--- config.mk ---
export PLATFORM = sky130hd
export DESIGN_NAME = uart_irq_ident
export DESIGN_NICKNAME = d
export VERILOG_FILES = /design/src/rtl/uart_irq_pkg.sv /design/src/rtl/irq_enable_reg.sv /design/src/rtl/irq_source_bank.sv /design/src/rtl/irq_prio_enc.sv /design/src/rtl/uart_irq_ident.sv
export SDC_FILE = /design/constraint.sdc
export NUM_CORES = 1
export LEC_CHECK = 0
export ABC_AREA = 1
export BUFFER_PORTS_ARGS = -buffer_cell sky130_fd_sc_hd__buf_2
export CAP_MARGIN = 20
export CORE_MARGIN = 5
export CORE_UTILIZATION = 45
export CTS_CLUSTER_SIZE = 28
export DETAILED_ROUTE_END_ITERATION = 6
export PLACE_DENSITY = 0.75
export SLEW_MARGIN = 20
export SYNTH_ARGS = -nofsm -noshare
export SYNTH_HDL_FRONTEND = slang
export SYNTH_HIERARCHICAL = 1
export SYNTH_SLANG_ARGS = --single-unit
--- constraint.sdc ---
create_clock -name clk -period 2.3 [get_ports clk]
set_input_delay 0.115 -clock clk [delete_from_list [all_inputs] [get_ports clk]]
set_output_delay 0.115 -clock clk [all_outputs]
set_load 0.005 [all_outputs]
--- src/rtl/uart_irq_pkg.sv ---
package uart_irq_pkg;

  localparam int unsigned IER_W      = 8;
  localparam int unsigned IER_BASE_W = 4;
  localparam int unsigned ID_W       = 5;
  localparam int unsigned STAT_W     = 8;
  localparam int unsigned NSRC       = 8;
  localparam int unsigned NSTK       = 8;

  localparam logic [STAT_W-1:0] LSR_ERR_MASK = 8'h1E;

  // enable register bit positions
  localparam int unsigned IE_RXD   = 0;
  localparam int unsigned IE_THR   = 1;
  localparam int unsigned IE_LSR   = 2;
  localparam int unsigned IE_MSR   = 3;
  localparam int unsigned IE_SLEEP = 4;
  localparam int unsigned IE_XOFF  = 5;
  localparam int unsigned IE_RTS   = 6;
  localparam int unsigned IE_CTS   = 7;

  // reported sources, index = priority (0 highest)
  localparam int unsigned S_LSR  = 0;
  localparam int unsigned S_TMO  = 1;
  localparam int unsigned S_RXD  = 2;
  localparam int unsigned S_THR  = 3;
  localparam int unsigned S_MSR  = 4;
  localparam int unsigned S_PIN  = 5;
  localparam int unsigned S_XOFF = 6;
  localparam int unsigned S_FLOW = 7;

  // latched (sticky) conditions
  localparam int unsigned K_LSR  = 0;
  localparam int unsigned K_TMO  = 1;
  localparam int unsigned K_THR  = 2;
  localparam int unsigned K_MSR  = 3;
  localparam int unsigned K_PIN  = 4;
  localparam int unsigned K_XOFF = 5;
  localparam int unsigned K_CTS  = 6;
  localparam int unsigned K_RTS  = 7;

  // ID field values (identification byte bits 5:1)
  localparam logic [ID_W-1:0] ID_LSR  = 5'h03;
  localparam logic [ID_W-1:0] ID_TMO  = 5'h06;
  localparam logic [ID_W-1:0] ID_RXD  = 5'h02;
  localparam logic [ID_W-1:0] ID_THR  = 5'h01;
  localparam logic [ID_W-1:0] ID_MSR  = 5'h00;
  localparam logic [ID_W-1:0] ID_PIN  = 5'h18;
  localparam logic [ID_W-1:0] ID_XOFF = 5'h08;
  localparam logic [ID_W-1:0] ID_FLOW = 5'h10;

  function automatic logic [ID_W-1:0] src_id(input int idx);
    logic [ID_W-1:0] r;
    case (idx)
      0:       r = ID_LSR;
      1:       r = ID_TMO;
      2:       r = ID_RXD;
      3:       r = ID_THR;
      4:       r = ID_MSR;
      5:       r = ID_PIN;
      6:       r = ID_XOFF;
      7:       r = ID_FLOW;
      default: r = ID_MSR;
    endcase
    return r;
  endfunction

endpackage

--- src/rtl/irq_enable_reg.sv ---
module irq_enable_reg
  import uart_irq_pkg::*;
#(
  parameter int unsigned W      = IER_W,
  parameter int unsigned BASE_W = IER_BASE_W
) (
  input  logic         clk,
  input  logic         rst_n,
  input  logic         wr_en,
  input  logic [W-1:0] wdata,
  input  logic         enh_en,
  output logic [W-1:0] ier_q
);

  localparam int unsigned UPPER_W = W - BASE_W;

  logic [W-1:0] ier_d;

  always_comb begin
    ier_d = ier_q;
    if (wr_en) begin
      ier_d[BASE_W-1:0] = wdata[BASE_W-1:0];
      if (enh_en) begin
        ier_d[W-1:BASE_W] = wdata[W-1:BASE_W];
      end
    end
  end

  always_ff @(posedge clk or negedge rst_n) begin
    if (!rst_n) begin
      ier_q <= '0;
    end else if (wr_en) begin
      ier_q <= ier_d;
    end
  end

  p_lower_load_r2: assert property (@(posedge clk) disable iff (!rst_n)
    wr_en |=> ier_q[BASE_W-1:0] == $past(wdata[BASE_W-1:0]));

  p_upper_hold_r3: assert property (@(posedge clk) disable iff (!rst_n)
    (wr_en && !enh_en) |=> ier_q[W-1:BASE_W] == $past(ier_q[W-1:BASE_W]));

  p_upper_load_r3: assert property (@(posedge clk) disable iff (!rst_n)
    (wr_en && enh_en) |=> ier_q[W-1:BASE_W] == $past(wdata[W-1:BASE_W]));

  logic [UPPER_W-1:0] width_unused;
  assign width_unused = '0;

endmodule

--- src/rtl/irq_source_bank.sv ---
module irq_source_bank
  import uart_irq_pkg::*;
(
  input  logic              clk,
  input  logic              rst_n,
  input  logic [IER_W-1:0]  ier,
  input  logic [STAT_W-1:0] lsr_stat,
  input  logic              rx_avail,
  input  logic              rx_tmo_evt,
  input  logic              tx_empty,
  input  logic              msr_evt,
  input  logic              pin_evt,
  input  logic              xoff_evt,
  input  logic              cts_evt,
  input  logic              rts_evt,
  input  logic              lsr_rd,
  input  logic              msr_rd,
  input  logic              rhr_rd,
  input  logic              io_rd,
  input  logic              iir_rd,
  input  logic [ID_W-1:0]   shown_id,
  input  logic              shown_none,
  output logic [NSRC-1:0]   req
);

  logic [STAT_W-1:0] lsr_err;
  logic [STAT_W-1:0] lsr_prev_q;
  logic              txe_prev_q;
  logic              thr_en_prev_q;
  logic [NSTK-1:0]   stk_q, stk_d, stk_set, stk_clr;
  logic              lsr_new, thr_rise, thr_shown, xoff_shown;
  logic              sleep_unused;

  assign lsr_err      = lsr_stat & LSR_ERR_MASK;
  assign sleep_unused = ier[IE_SLEEP];

  always_comb begin
    lsr_new    = |(lsr_err & ~lsr_prev_q);
    thr_rise   = tx_empty & (~txe_prev_q | (ier[IE_THR] & ~thr_en_prev_q));
    thr_shown  = iir_rd & ~shown_none & (shown_id == ID_THR);
    xoff_shown = iir_rd & ~shown_none & (shown_id == ID_XOFF);

    stk_set         = '0;
    stk_set[K_LSR]  = lsr_new;
    stk_set[K_TMO]  = rx_tmo_evt;
    stk_set[K_THR]  = thr_rise;
    stk_set[K_MSR]  = msr_evt;
    stk_set[K_PIN]  = pin_evt;
    stk_set[K_XOFF] = xoff_evt;
    stk_set[K_CTS]  = cts_evt;
    stk_set[K_RTS]  = rts_evt;

    stk_clr         = '0;
    stk_clr[K_LSR]  = lsr_rd;
    stk_clr[K_TMO]  = rhr_rd;
    stk_clr[K_THR]  = thr_shown | ~tx_empty;
    stk_clr[K_MSR]  = msr_rd;
    stk_clr[K_PIN]  = io_rd;
    stk_clr[K_XOFF] = xoff_shown;
    stk_clr[K_CTS]  = msr_rd;
    stk_clr[K_RTS]  = msr_rd;
  end

  // every latched condition: a new event wins over a clearing read
  for (genvar k = 0; k < NSTK; k++) begin : g_stk
    assign stk_d[k] = stk_set[k] | (stk_q[k] & ~stk_clr[k]);
  end

  always_ff @(posedge clk or negedge rst_n) begin
    if (!rst_n) begin
      stk_q         <= '0;
      lsr_prev_q    <= '0;
      txe_prev_q    <= 1'b0;
      thr_en_prev_q <= 1'b0;
    end else begin
      stk_q         <= stk_d;
      lsr_prev_q    <= lsr_err;
      txe_prev_q    <= tx_empty;
      thr_en_prev_q <= ier[IE_THR];
    end
  end

  always_comb begin
    req         = '0;
    req[S_LSR]  = stk_q[K_LSR] & ier[IE_LSR];
    req[S_TMO]  = stk_q[K_TMO] & ier[IE_RXD];
    req[S_RXD]  = rx_avail & ier[IE_RXD];
    req[S_THR]  = stk_q[K_THR] & ier[IE_THR];
    req[S_MSR]  = stk_q[K_MSR] & ier[IE_MSR];
    req[S_PIN]  = stk_q[K_PIN];
    req[S_XOFF] = stk_q[K_XOFF] & ier[IE_XOFF];
    req[S_FLOW] = (stk_q[K_CTS] & ier[IE_CTS]) | (stk_q[K_RTS] & ier[IE_RTS]);
  end

  p_lsr_clear_r5: assert property (@(posedge clk) disable iff (!rst_n)
    (lsr_rd && !lsr_new) |=> !stk_q[K_LSR]);

  p_thr_clear_r7: assert property (@(posedge clk) disable iff (!rst_n)
    (thr_shown && !thr_rise) |=> !stk_q[K_THR]);

  p_thr_needs_empty_r7: assert property (@(posedge clk) disable iff (!rst_n)
    !tx_empty |=> !stk_q[K_THR]);

endmodule

--- src/rtl/irq_prio_enc.sv ---
module irq_prio_enc
  import uart_irq_pkg::*;
#(
  parameter int unsigned N = NSRC
) (
  input  logic [N-1:0]    req,
  output logic [ID_W-1:0] id,
  output logic            none
);

  // scan from lowest to highest priority so the highest one wins
  always_comb begin
    id   = ID_MSR;
    none = 1'b1;
    for (int i = int'(N) - 1; i >= 0; i--) begin
      if (req[i]) begin
        id   = src_id(i);
        none = 1'b0;
      end
    end
  end

endmodule

--- src/rtl/uart_irq_ident.sv ---
module uart_irq_ident
  import uart_irq_pkg::*;
(
  input  logic              clk,
  input  logic              rst_n,
  input  logic              ier_wr,
  input  logic [IER_W-1:0]  ier_wdata,
  input  logic              enh_en,
  output logic [IER_W-1:0]  ier_rdata,
  input  logic [STAT_W-1:0] lsr_stat,
  input  logic              rx_avail,
  input  logic              rx_tmo_evt,
  input  logic              tx_empty,
  input  logic              msr_evt,
  input  logic              pin_evt,
  input  logic              xoff_evt,
  input  logic              cts_evt,
  input  logic              rts_evt,
  input  logic              lsr_rd,
  input  logic              msr_rd,
  input  logic              rhr_rd,
  input  logic              io_rd,
  input  logic              iir_rd,
  output logic [7:0]        iir_q,
  output logic              irq_n
);

  localparam int unsigned PAD_W = 8 - ID_W - 1;

  logic [NSRC-1:0] req;
  logic [ID_W-1:0] enc_id;
  logic            enc_none;
  logic [7:0]      iir_d;
  logic            irq_n_d;

  irq_enable_reg #(.W(IER_W), .BASE_W(IER_BASE_W)) u_ier (
    .clk    (clk),
    .rst_n  (rst_n),
    .wr_en  (ier_wr),
    .wdata  (ier_wdata),
    .enh_en (enh_en),
    .ier_q  (ier_rdata)
  );

  irq_source_bank u_src (
    .clk        (clk),
    .rst_n      (rst_n),
    .ier        (ier_rdata),
    .lsr_stat   (lsr_stat),
    .rx_avail   (rx_avail),
    .rx_tmo_evt (rx_tmo_evt),
    .tx_empty   (tx_empty),
    .msr_evt    (msr_evt),
    .pin_evt    (pin_evt),
    .xoff_evt   (xoff_evt),
    .cts_evt    (cts_evt),
    .rts_evt    (rts_evt),
    .lsr_rd     (lsr_rd),
    .msr_rd     (msr_rd),
    .rhr_rd     (rhr_rd),
    .io_rd      (io_rd),
    .iir_rd     (iir_rd),
    .shown_id   (iir_q[ID_W:1]),
    .shown_none (iir_q[0]),
    .req        (req)
  );

  irq_prio_enc #(.N(NSRC)) u_enc (
    .req  (req),
    .id   (enc_id),
    .none (enc_none)
  );

  always_comb begin
    iir_d   = {{PAD_W{1'b0}}, enc_id, enc_none};
    irq_n_d = ~(|req);
  end

  always_ff @(posedge clk or negedge rst_n) begin
    if (!rst_n) begin
      iir_q <= 8'h01;
      irq_n <= 1'b1;
    end else begin
      iir_q <= iir_d;
      irq_n <= irq_n_d;
    end
  end

  p_line_agrees_r4: assert property (@(posedge clk) disable iff (!rst_n)
    irq_n == iir_q[0]);

  p_none_clean_r4: assert property (@(posedge clk) disable iff (!rst_n)
    iir_q[0] |-> iir_q[7:1] == 7'h00);

  p_lsr_first_r12: assert property (@(posedge clk) disable iff (!rst_n)
    req[S_LSR] |=> iir_q == {{PAD_W{1'b0}}, ID_LSR, 1'b0});

  p_pin_shown_r9: assert property (@(posedge clk) disable iff (!rst_n)
    (req == (NSRC'(1) << S_PIN)) |=> iir_q == 8'h30);

endmodule

# ---- After elaboration in Yosys (flattened, before gate mapping)
# Cells that the tools add are included.
dict set report word_totals {
  input_bits 33
  reg_bits 29
  elab_cells 74
  output_inout_bits 17
}
dict set report op_classes {
  n_reduce_logical 3
  mux 16
  bitwise_logic 45
  n_eq_ne 2
}
# op count
set ops {}
lappend ops {{two-way mux 5 bit} 8}
lappend ops {{AND 1 bit} 21}
lappend ops {{OR reduction 8 bit} 2}
lappend ops {{NOT 1 bit} 11}
lappend ops {{bitwise OR 1 bit} 11}
lappend ops {{AND 5 x 8 -> 8 bit} 1}
lappend ops {{two-way mux 1 bit} 8}
lappend ops {{NOT 5 -> 8 bit} 1}
lappend ops {{equality test 5 x 1 -> 1 bit (second input constant)} 1}
lappend ops {{equality test 5 x 4 -> 1 bit (second input constant)} 1}
lappend ops {{AND reduction 2 bit} 1}

# ---- Depth between registers and ports, before layout
dict set report logic_depth {
  depth_word 10
  ltp_mapped 7
  mapped_depth_nobuf 7
}

# ---- By module
# Netlist, hierarchy kept.
# module cells_per_inst area_per_inst_um2 n_inst seq_area_each_um2
set modules_own_cells {}
lappend modules_own_cells {irq_source_bank 72 604.3 1 350.3}
lappend modules_own_cells {irq_enable_reg 34 315.3 1 200.2}
lappend modules_own_cells {uart_irq_ident 17 222.7 1 177.7}
lappend modules_own_cells {irq_prio_enc 21 90.1 1 0.0}

# ---- Worst setup path before layout
# OpenSTA, ideal clock, no wires.
dict set report synth_timing {
  kind {register to register}
  from {reg u_ier.ier_q[7]}
  to {reg iir_q[5]}
  required_time_ns 2.184
  path_stages_with_launch 6
  arrival_time_ns 0.809
  setup_slack_ns 1.375
  n_path_buf 0
  cell_sequence {dfrtp_1 a22o_1 nand2_1 nand2_1 nand2_1 nor2_1}
}
dict set report synth_between {
  elab_chain_len 10
}
# item line_no
set synth_lines {}
lappend synth_lines {{from (decl)} irq_enable_reg.sv:12} ;# output logic [W-1:0] ier_q
lappend synth_lines {{from (signal assigned)} irq_enable_reg.sv:33} ;# ier_q <= ier_d;
lappend synth_lines {{AND 1 bit} irq_source_bank.sv:92} ;# req[S_FLOW] = (stk_q[K_CTS] & ier[IE_CTS]) | (stk_q[K_RTS] & ier[IE_RTS]);
lappend synth_lines {{bitwise OR 1 bit} irq_source_bank.sv:92}
lappend synth_lines {{named net req[7]} uart_irq_ident.sv:30} ;# logic [NSRC-1:0] req;
lappend synth_lines {{two-way mux 5 bit (8 in series)} irq_prio_enc.sv:16} ;# if (req[i]) begin
lappend synth_lines {{named net enc_id[4]} uart_irq_ident.sv:31} ;# logic [ID_W-1:0] enc_id;
lappend synth_lines {{to (signal assigned)} uart_irq_ident.sv:84} ;# iir_q <= iir_d;
lappend synth_lines {{to (decl)} uart_irq_ident.sv:24} ;# output logic [7:0] iir_q,
# The timed path passes the listed nets, and every way through them passes these cells.
# A chain may end at the register's enable or synchronous reset.

# ---- Worst setup path after layout
dict set report layout_timing {
  from {in msr_evt}
  to {reg u_src.stk_q[3]}
}
dict set report layout_between {
  elab_chain_len 1
}
# item line_no
set layout_lines {}
lappend layout_lines {{from (decl)} uart_irq_ident.sv:14} ;# input logic msr_evt,
lappend layout_lines {{bitwise OR 1 bit} irq_source_bank.sv:66} ;# assign stk_d[k] = stk_set[k] | (stk_q[k] & ~stk_clr[k]);
lappend layout_lines {{named net u_src.stk_d[3]} irq_source_bank.sv:30} ;# logic [NSTK-1:0] stk_q, stk_d, stk_set, stk_clr;
lappend layout_lines {{to (signal assigned)} irq_source_bank.sv:76} ;# stk_q <= stk_d;
lappend layout_lines {{to (decl)} irq_source_bank.sv:30}
# The timed path passes the listed nets, and every way through them passes these cells.

==> results.tsv <==
metric	value	unit
die_area	3885	um^2
post-route-min-period	1.235	ns
port-buffer-count	43	
start_util	0.4588	
whs	0.02454	ns
drtPass1Iterations	4	
setup-tns-final	0	ns
post_route_cells_drive_above_1_share	0.2570	
grt.overflow.total	0	
critPathMaxFanout	1	
critPathLaunchType	primary input	
io_pins	50	
fmax	0.8095	GHz
cts_resized	0	
drt-vias-per-instance	4.478	
cts_sinks	29	
arrival	1.44	ns
num_vias	1097	
synth.cell_area	1232	um^2
worst_slew_pin_slew	0.6031	ns
powerDensity	640.5	nW/um^2
synth_top_cell_area_share	0.5482	
hold_buffers	22	
ir_drop	0.5463	mV
grt_antenna_before_repair	0	
pre_cts_ws	1.328	ns
area_delta_synth_final	41.73	%
synthTopCellsByArea	dfrtp_1 55%, nand2_1 12%, inv_1 10%	
cts_max_level	2	
synth-seq-cells	29	
slew_headroom	0.5979	
cp-end-kind	register	
skew	0.007593	ns
track_usage	0.1562	
synth_common_cells	39 x nand2_1, 33 x inv_1, 27 x dfrtp_1	
yosysSeqAreaShare	0.5909	
synthCells	144	
setup_viol	0	
rsz0062_at_grt	false	
grt_max_degree	30	
rows	19	
die_h	62.33	um
grt_pass1_vias	1110	
post-cts-setup-buffers	0	
hp-class	primary input to register	
finalHoldViolations	0	
grt_pass1_wl	4767	um
ys_types	16	
synth-main-ff-cell	dfrtp_1	
postLayoutSetupSlackWorst	1.065	ns
p_leak	1.004	nW
cts_tree	yes	
outcome	finished, final reports clean	
utilization	0.6502	
finalInstanceArea	1747	um^2
avgSynthCellArea	8.559	um^2
synth_edf_count	0	
hpwl	1763	um
die_x	62.33	um
cts_made_buffers	5	
cts.clk_slew.worst_paths	0.08	ns
dpl_cell_area	1456	um^2
clockRootBuffer	clkbuf_4	
period_share	0.5371	
synthArstFlopShare	1.000	
clockBufferDepth	2	
drt_iter0_drc	23	
clk_latency	0.32	ns
final_net_count	246	
cp.required	2.51	ns
ant_nets	0	
slew_viol_final	0	
wl_per_cell	10.75	um
gp_congestion	0.7544	
routed_wl	2633	um
worstSetupPathType	primary input to register	
diodes	0	
core_area	2686	um^2
r2r_slack	1.11	ns
synth_top_area_cell	dfrtp_1	
synth_most_common_cell	nand2_1	
drc	0	
synth_warnings	6	
maxCapViolCount	0	
## cell usage in the layout, fill, tap and decap left out
cell type and n:
clkinv_2 1, nand3_1 7, nand4_1 1, nand3_2 1
o21ai_1 1, dfrtp_1 27, nand2_1 39, clkbuf_8 2
buf_2 43, o21ai_0 7, nor2_1 14, dfstp_2 2
nor2_2 1, a22o_1 1, clkbuf_4 5, o21bai_1 5
conb_1 2, dlygate4sd3_1 22, inv_1 33
## critical path, cell delays in order
cell           delay, ns
dlygate4sd3_1       0.53
buf_2               0.11
o21bai_1            0.13
dlygate4sd3_1       0.55
## final timing paths
kind                                     start                  end  depth (start not counted)
max in group asynchronous                rst_n       u_src/stk_q[4]                          2
worst min-delay path              ier_wdata[7]       u_ier/ier_q[7]                          3
worst max-delay path                   msr_evt       u_src/stk_q[3]                          4
worst min register to register  u_ier/ier_q[1]  u_src/thr_en_prev_q                          0
min in group asynchronous                rst_n  u_src/lsr_prev_q[2]                          2
worst max register to register  u_src/stk_q[1]       u_src/stk_q[1]                          3
## registers in the layout, indices dropped and copies added (netlist names)
register	cells
u_src/lsr_prev_q	4
u_src/thr_en_prev_q	1
u_ier/ier_q	8
iir_q	6
u_src/stk_q	8
irq_n	1
u_src/txe_prev_q	1
## logic make-up after synthesis
| logic type | Yosys count | share of synthesized area |
|---|---|---|
| buf+inv | 37 | 0.1279 |
| flops | 29 | 0.5909 |
| compound gates | 14 | 0.07005 |
| simple gates | 63 | 0.2081 |
| other cells | 1 | 0.003043 |
## metal layers
layer	share of wire	vias up	global-route usage
met3	0.070	7	0.06126
met2	0.49	35	0.2591
met4	0.022	0	0.07692
met1	0.42	494	0.1731
li1	-	561	-
met5	0	-	0
## power breakdown
group | total, mW | switching, mW | internal [mW]
Combinational | 0.196 | 0.0978 | 0.0981
Sequential | 0.581 | 0.0278 | 0.554
Clock | 0.342 | 0.165 | 0.177
## final cells by class
class / instances / area (um^2)
well taps: 31 / 38.79
multi-input cells: 79 / 350.3
clock buffers: 7 / 65.06
inverters: 33 / 123.9
fillers: 213 / 939.7
flip-flops and latches: 29 / 728.2
clock inverters: 1 / 5.005
repair buffers: 65 / 435.4
## through the flow
| stage | total power, mW | std cells |
|---|---|---|
| 2_1_floorplan | 0.6782 | 145 |
| 3_3_place_gp | 0.7465 | 215 |
| 3_5_place_dp | 0.7536 | 215 |
| 4_1_cts | 1.129 | 245 |
| 5_1_grt | 1.197 | 245 |
| 6_report | 1.119 | 245 |
No activity file was read; power rests on OpenSTA's default activity.
